`src/rtl/rxto_pkg.sv`:
```
package rxto_pkg;

  // Ticks needed for a timeout at a given number of data bits
  function automatic int calc_limit(input int data_bits, input int per_bit, input int fixed);
    return per_bit * data_bits + fixed;
  endfunction

endpackage

```
`src/rtl/rxto_rst_sync.sv`:
```
module rxto_rst_sync (
  input  logic clk,
  input  logic rst_n,
  output logic rst_n_sync
);

  logic [1:0] sync_q;

  always_ff @(posedge clk or negedge rst_n) begin
    if (!rst_n) begin
      sync_q <= 2'b00;
    end else begin
      sync_q <= {sync_q[0], 1'b1};
    end
  end

  assign rst_n_sync = sync_q[1];

endmodule

```
`src/rtl/rxto_limit.sv`:
```
module rxto_limit
  import rxto_pkg::*;
#(
  parameter int SEL_W    = 2,
  parameter int MIN_WLEN = 5,
  parameter int PER_BIT  = 4,
  parameter int FIXED    = 12,
  parameter int CNT_W    = 6
) (
  input  logic [SEL_W-1:0] wlen_sel,
  output logic [CNT_W-1:0] limit
);

  localparam int N_SEL = 1 << SEL_W;

  logic [CNT_W-1:0] lut [N_SEL];

  for (genvar g = 0; g < N_SEL; g++) begin : g_lut
    localparam int VAL = calc_limit(MIN_WLEN + g, PER_BIT, FIXED);
    assign lut[g] = CNT_W'(VAL);
  end

  assign limit = lut[wlen_sel];

endmodule

```
`src/rtl/rxto_restart.sv`:
```
module rxto_restart (
  input  logic stop_mid,
  input  logic rhr_rd,
  input  logic clear,
  input  logic fifo_empty,
  output logic restart,
  output logic hold
);

  always_comb begin
    restart = stop_mid | rhr_rd | clear;
    hold    = fifo_empty;
  end

endmodule

```
`src/rtl/rxto_counter.sv`:
```
module rxto_counter #(
  parameter int CNT_W = 6
) (
  input  logic             clk,
  input  logic             rst_n,
  input  logic             tick,
  input  logic             restart,
  input  logic             hold,
  input  logic [CNT_W-1:0] limit,
  output logic [CNT_W-1:0] cnt_q,
  output logic             sat
);

  logic [CNT_W-1:0] cnt_d;
  logic             cnt_en;
  logic             zero_it;

  // Next-state: restart and hold take priority over the tick
  always_comb begin
    sat     = (cnt_q >= limit);
    zero_it = restart | hold;
    cnt_en  = zero_it | (tick & ~sat);
    cnt_d   = zero_it ? '0 : cnt_q + 1'b1;
  end

  always_ff @(posedge clk or negedge rst_n) begin
    if (!rst_n) begin
      cnt_q <= '0;
    end else if (cnt_en) begin
      cnt_q <= cnt_d;
    end
  end

endmodule

```
`src/rtl/rxto_timer.sv`:
```
module rxto_timer
  import rxto_pkg::*;
#(
  parameter int WLEN_SEL_W = 2,
  parameter int MIN_WLEN   = 5,
  parameter int LIM_MUL    = 4,
  parameter int LIM_ADD    = 12
) (
  input  logic                  clk,
  input  logic                  rst_n,
  input  logic                  bit_tick,
  input  logic [WLEN_SEL_W-1:0] wlen_sel,
  input  logic                  fifo_empty,
  input  logic                  stop_mid,
  input  logic                  rhr_rd,
  input  logic                  clear,
  input  logic                  irq_en,
  output logic                  to_flag,
  output logic                  to_irq
);

  localparam int MAX_WLEN  = MIN_WLEN + (1 << WLEN_SEL_W) - 1;
  localparam int MAX_LIMIT = calc_limit(MAX_WLEN, LIM_MUL, LIM_ADD);
  localparam int CNT_W     = $clog2(MAX_LIMIT + 1);

  logic             rst_n_int;
  logic             restart;
  logic             hold;
  logic             sat;
  logic [CNT_W-1:0] limit;
  logic [CNT_W-1:0] cnt_q;

  rxto_rst_sync u_rst (
    .clk        (clk),
    .rst_n      (rst_n),
    .rst_n_sync (rst_n_int)
  );

  rxto_limit #(
    .SEL_W    (WLEN_SEL_W),
    .MIN_WLEN (MIN_WLEN),
    .PER_BIT  (LIM_MUL),
    .FIXED    (LIM_ADD),
    .CNT_W    (CNT_W)
  ) u_limit (
    .wlen_sel (wlen_sel),
    .limit    (limit)
  );

  rxto_restart u_restart (
    .stop_mid   (stop_mid),
    .rhr_rd     (rhr_rd),
    .clear      (clear),
    .fifo_empty (fifo_empty),
    .restart    (restart),
    .hold       (hold)
  );

  rxto_counter #(
    .CNT_W (CNT_W)
  ) u_cnt (
    .clk     (clk),
    .rst_n   (rst_n_int),
    .tick    (bit_tick),
    .restart (restart),
    .hold    (hold),
    .limit   (limit),
    .cnt_q   (cnt_q),
    .sat     (sat)
  );

  always_comb begin
    to_flag = sat & ~fifo_empty;
    to_irq  = to_flag & irq_en;
  end

endmodule

```
`config.mk`:
```
export PLATFORM = sky130hd
export DESIGN_NAME = rxto_timer
export DESIGN_NICKNAME = d
export VERILOG_FILES = /design/src/rtl/rxto_pkg.sv /design/src/rtl/rxto_rst_sync.sv /design/src/rtl/rxto_limit.sv /design/src/rtl/rxto_restart.sv /design/src/rtl/rxto_counter.sv /design/src/rtl/rxto_timer.sv
export SDC_FILE = /design/constraint.sdc
export NUM_CORES = 1
export LEC_CHECK = 0
export BUFFER_PORTS_ARGS = -buffer_cell sky130_fd_sc_hd__buf_2
export CELL_PAD_IN_SITES_DETAIL_PLACEMENT = 1
export CELL_PAD_IN_SITES_GLOBAL_PLACEMENT = 1
export CORE_MARGIN = 2
export CORE_UTILIZATION = 30
export CTS_CLUSTER_SIZE = 40
export DETAILED_ROUTE_END_ITERATION = 10
export PLACE_DENSITY_LB_ADDON = 0.1
export SYNTH_ARGS = -nofsm -noshare
export SYNTH_HDL_FRONTEND = slang
export SYNTH_HIERARCHICAL = 1
export SYNTH_SLANG_ARGS = --single-unit
export TNS_END_PERCENT = 30
```
`constraint.sdc`:
```
create_clock -name clk -period 1.5 [get_ports clk]
set_input_delay 0.15 -clock clk [delete_from_list [all_inputs] [get_ports clk]]
set_output_delay 0.15 -clock clk [all_outputs]
set_load 0.005 [all_outputs]
```
==> flow_results.xml <==
<?xml version="1.0" encoding="UTF-8"?>
<metrics>
  <group name="logic_synthesis">
    <metric name="avgSynthCellArea" unit="sq um">9.10</metric>
    <metric name="post_synth_num_cell_types" unit="">25</metric>
    <metric name="async_reset_ff_share" unit="%">100</metric>
    <metric name="synth.yosys.warnings" unit="">6</metric>
    <metric name="register_bit_count_reported_by_yosys" unit="">8</metric>
    <metric name="fraction_of_synthesized_cell_area_taken_by_the_top_area_cell_type" unit="%">33.3</metric>
    <metric name="synth_seq_area_share" unit="%">33.3</metric>
    <metric name="ys_dominant_reg_cell" unit="">sky130_fd_sc_hd__dfrtp_1</metric>
    <metric name="synth.largest_area_cell" unit="">sky130_fd_sc_hd__dfrtp_1</metric>
    <metric name="synth_area_leaders" unit="">sky130_fd_sc_hd__dfrtp_1 (33%), sky130_fd_sc_hd__ha_1 (15%), sky130_fd_sc_hd__buf_4 (8.8%)</metric>
    <metric name="synth-edff-count" unit="">0</metric>
    <metric name="syn-instance-count" unit="">66</metric>
    <metric name="synthesis.area" unit="sq um">601</metric>
  </group>
  <group name="clocking">
    <metric name="depth_of_the_cts_h_tree" unit="">1</metric>
    <metric name="tritoncts" unit="">built</metric>
    <metric name="cts_sinks" unit="">8</metric>
    <metric name="cts.root.buffer_cell" unit="">sky130_fd_sc_hd__clkbuf_4</metric>
    <metric name="cts.path.max_buffers" unit="">2</metric>
    <metric name="clk-insertion-delay-late" unit="ps">260</metric>
    <metric name="cts-buffers-inserted" unit="">3</metric>
    <metric name="clkTransAtPathRegs" unit="ps">60</metric>
  </group>
  <group name="grt">
    <metric name="antenna_violations_before_repair" unit="">0</metric>
    <metric name="grt_pass1_vias" unit="">523</metric>
    <metric name="grt_first_pass_wirelength" unit="mm">2.29</metric>
    <metric name="global_route.usage.met1" unit="%">15.0</metric>
    <metric name="gr-usage-met2" unit="%">21.0</metric>
    <metric name="grt_busiest_layer" unit="">met2</metric>
    <metric name="grt.overflow.total" unit="">0</metric>
    <metric name="grt.total_usage" unit="%">12.7</metric>
    <metric name="grt_max_degree" unit="">8</metric>
    <metric name="met3_usage" unit="%">3.09</metric>
  </group>
  <group name="drt">
    <metric name="initialDrtViolationCount" unit="">0</metric>
    <metric name="routed_wire_length_per_instance" unit="um">10.6</metric>
    <metric name="dr_total_vias" unit="">510</metric>
    <metric name="drt_pass1_iterations" unit="">1</metric>
    <metric name="post-route-drc-count" unit="">0</metric>
    <metric name="postRouteWirelength" unit="mm">1.21</metric>
    <metric name="ant_nets" unit="">0</metric>
    <metric name="routed_vias_inst" unit="">4.47</metric>
  </group>
  <group name="layout">
    <metric name="finish.net_count" unit="">106</metric>
    <metric name="insertedDiodeCount" unit="">0</metric>
    <metric name="layout.area.seq" unit="sq um">200</metric>
    <metric name="layout_common_cells" unit="">sky130_fd_sc_hd__buf_2 (11), sky130_fd_sc_hd__buf_4 (9), sky130_fd_sc_hd__dfrtp_1 (8), sky130_fd_sc_hd__inv_1 (7)</metric>
    <metric name="final_common_cell" unit="">sky130_fd_sc_hd__buf_2</metric>
    <metric name="post_route_cell_area" unit="sq um">842</metric>
    <metric name="final_layout_size_suffix_gt1_share" unit="%">39.1</metric>
    <metric name="p_r_area_growth_vs_syn" unit="%">40.2</metric>
    <metric name="area_of_the_multi_input_gates" unit="sq um">395</metric>
    <metric name="fill_cells" unit="">238</metric>
  </group>
  <group name="setup_path">
    <metric name="critical_path_class" unit="">reg2out</metric>
    <metric name="worst_path_arrival_time" unit="ps">1570</metric>
    <metric name="critical_path.max_fanout" unit="">2</metric>
    <metric name="critical_path.endpoint_type" unit="">primary output</metric>
    <metric name="critPathRequiredTime" unit="ps">1350</metric>
    <metric name="startpoint_class_of_the_critical_path" unit="">flop</metric>
  </group>
  <group name="power_and_ir_drop">
    <metric name="power_density" unit="mW/mm^2">552</metric>
    <metric name="max_vdd_drop" unit="mV">0.366</metric>
    <metric name="total_leakage_power" unit="nW">0.416</metric>
    <metric name="report.power.total" unit="uW">465</metric>
  </group>
  <group name="sta">
    <metric name="final.setup.tns" unit="ps">-1540</metric>
    <metric name="finalCritPeriodShare" unit="%">115</metric>
    <metric name="achievable-frequency" unit="MHz">581</metric>
    <metric name="setup_viol" unit="">8</metric>
    <metric name="grt_setup_unrepaired" unit="">true</metric>
    <metric name="worst_clock_skew" unit="ps">1.79</metric>
    <metric name="hold_violations" unit="">0</metric>
    <metric name="slew_viol_final" unit="">0</metric>
    <metric name="post-route-min-period" unit="ps">1720</metric>
    <metric name="final.setup.worst_slack" unit="ps">-220</metric>
  </group>
  <group name="floorplanning">
    <metric name="core-area" unit="sq mm">0.00192</metric>
    <metric name="die-area" unit="sq mm">0.00238</metric>
    <metric name="number_of_placement_rows" unit="">16</metric>
    <metric name="io-pin-count" unit="">12</metric>
    <metric name="chipHeight" unit="um">48.7</metric>
    <metric name="initial_core_utilization" unit="%">31.3</metric>
    <metric name="die_width" unit="um">48.7</metric>
  </group>
  <group name="placement">
    <metric name="port-buffer-count" unit="">11</metric>
    <metric name="dpl.hpwl" unit="um">975</metric>
    <metric name="place_worst_setup_slack" unit="ps">-126</metric>
    <metric name="globalplace.congestion" unit="">0.762</metric>
    <metric name="placedInstanceArea" unit="sq um">737</metric>
  </group>
  <group name="status">
    <metric name="failed_checks" unit="">negative setup slack</metric>
    <metric name="status" unit="">finished, violations left</metric>
  </group>
  <group name="min_path">
    <metric name="holdCritPathClass" unit="">reg2async</metric>
  </group>
  <group name="flow_run">
    <metric name="timing.max_cap.violations" unit="">0</metric>
  </group>
</metrics>
## worst max-delay path, stage by stage, from the launching register on
cell	delay, ps
sky130_fd_sc_hd__dfrtp_1	400
sky130_fd_sc_hd__ha_4	280
sky130_fd_sc_hd__nand4_1	140
sky130_fd_sc_hd__o221ai_2	210
sky130_fd_sc_hd__and3b_1	170
sky130_fd_sc_hd__buf_2	100
## stage by stage
stage | hold slack (ps) | instances | utilization [%]
floorplan | -146 | 68 | -
global placement | -64.4 | 107 | 38.3
detailed placement | -64.1 | 107 | 38.3
CTS | 126 | 112 | 42.4
global route | 145 | 114 | 43.8
finish | 110 | 114 | 43.8
## Yosys cell counts, types with 2 or more instances
cell	n
sky130_fd_sc_hd__inv_1	7
sky130_fd_sc_hd__o211ai_1	3
sky130_fd_sc_hd__a21oi_2	3
sky130_fd_sc_hd__ha_1	7
sky130_fd_sc_hd__nand2_1	5
sky130_fd_sc_hd__dfrtp_1	8
sky130_fd_sc_hd__or4_1	3
sky130_fd_sc_hd__or3_1	2
sky130_fd_sc_hd__nor2_1	3
sky130_fd_sc_hd__buf_4	7
sky130_fd_sc_hd__conb_1	3
sky130_fd_sc_hd__nand3_1	2
## path summary, 6_finish.rpt
check,end,from,cells after the start,slack [ps]
worst max register to register,u_cnt/cnt_q[3],u_cnt/cnt_q[5],7,-220
worst min-delay path,u_cnt/cnt_q[4],u_rst/sync_q[1],0,110
min in group clk,u_cnt/cnt_q[4],fifo_empty,4,240
worst min register to register,u_cnt/cnt_q[4],u_rst/sync_q[1],0,110
max in group asynchronous,u_cnt/cnt_q[5],u_rst/sync_q[1],0,1170
worst max-delay path,to_irq,u_cnt/cnt_q[3],5,-220
## registers in the layout, summed over array words and instances, names as in the netlist
name and count:
u_cnt/cnt_q 6, u_rst/sync_q 2
## layout make-up
type	count	share of cell area [%]
clock buffers	3	2.67
well taps	27	4.01
inverters	7	3.12
flip-flops and latches	8	23.8
multi-input cells	46	47.0
repair buffers	23	19.5
## kinds of logic after synthesis
kind of cell	after synthesis	synth area share (%)
other	3	1.87
AO/OA/AOI/OAI	11	14.4
adder cells (fa/ha/maj)	7	14.6
flip-flops	8	33.3
buffers and inverters	14	13.1
AND/OR/NAND/NOR	21	19.6
XOR/XNOR	1	1.46
multiplexers	1	1.67
## power by group
| group | switching [mW] | total, mW | internal [mW] |
|---|---|---|---|
| Combinational | 0.0333 | 0.0719 | 0.0386 |
| Sequential | 0.00427 | 0.223 | 0.219 |
| Clock | 0.0774 | 0.169 | 0.0918 |
| Total | 0.115 | 0.465 | 0.350 |
## per-layer routing
metal  part of all wire, %  routed length (um)  up-vias
met4                   2.0                  24        0
met3                   2.2                  26        4
met2                    49                 594        5
li1                      -                   -      262
met5                     0                   0        -
met1                    47                 563      239
## repair_timing
action,CTS,global route
resized for setup,5,0
endpoints found under the hold margin,2,0
pin swaps,2,2
hold buffers,1,0
buffers inserted,1,2
endpoints found under the setup margin,8,8
Note: power is estimated with default switching activity, not from simulation.
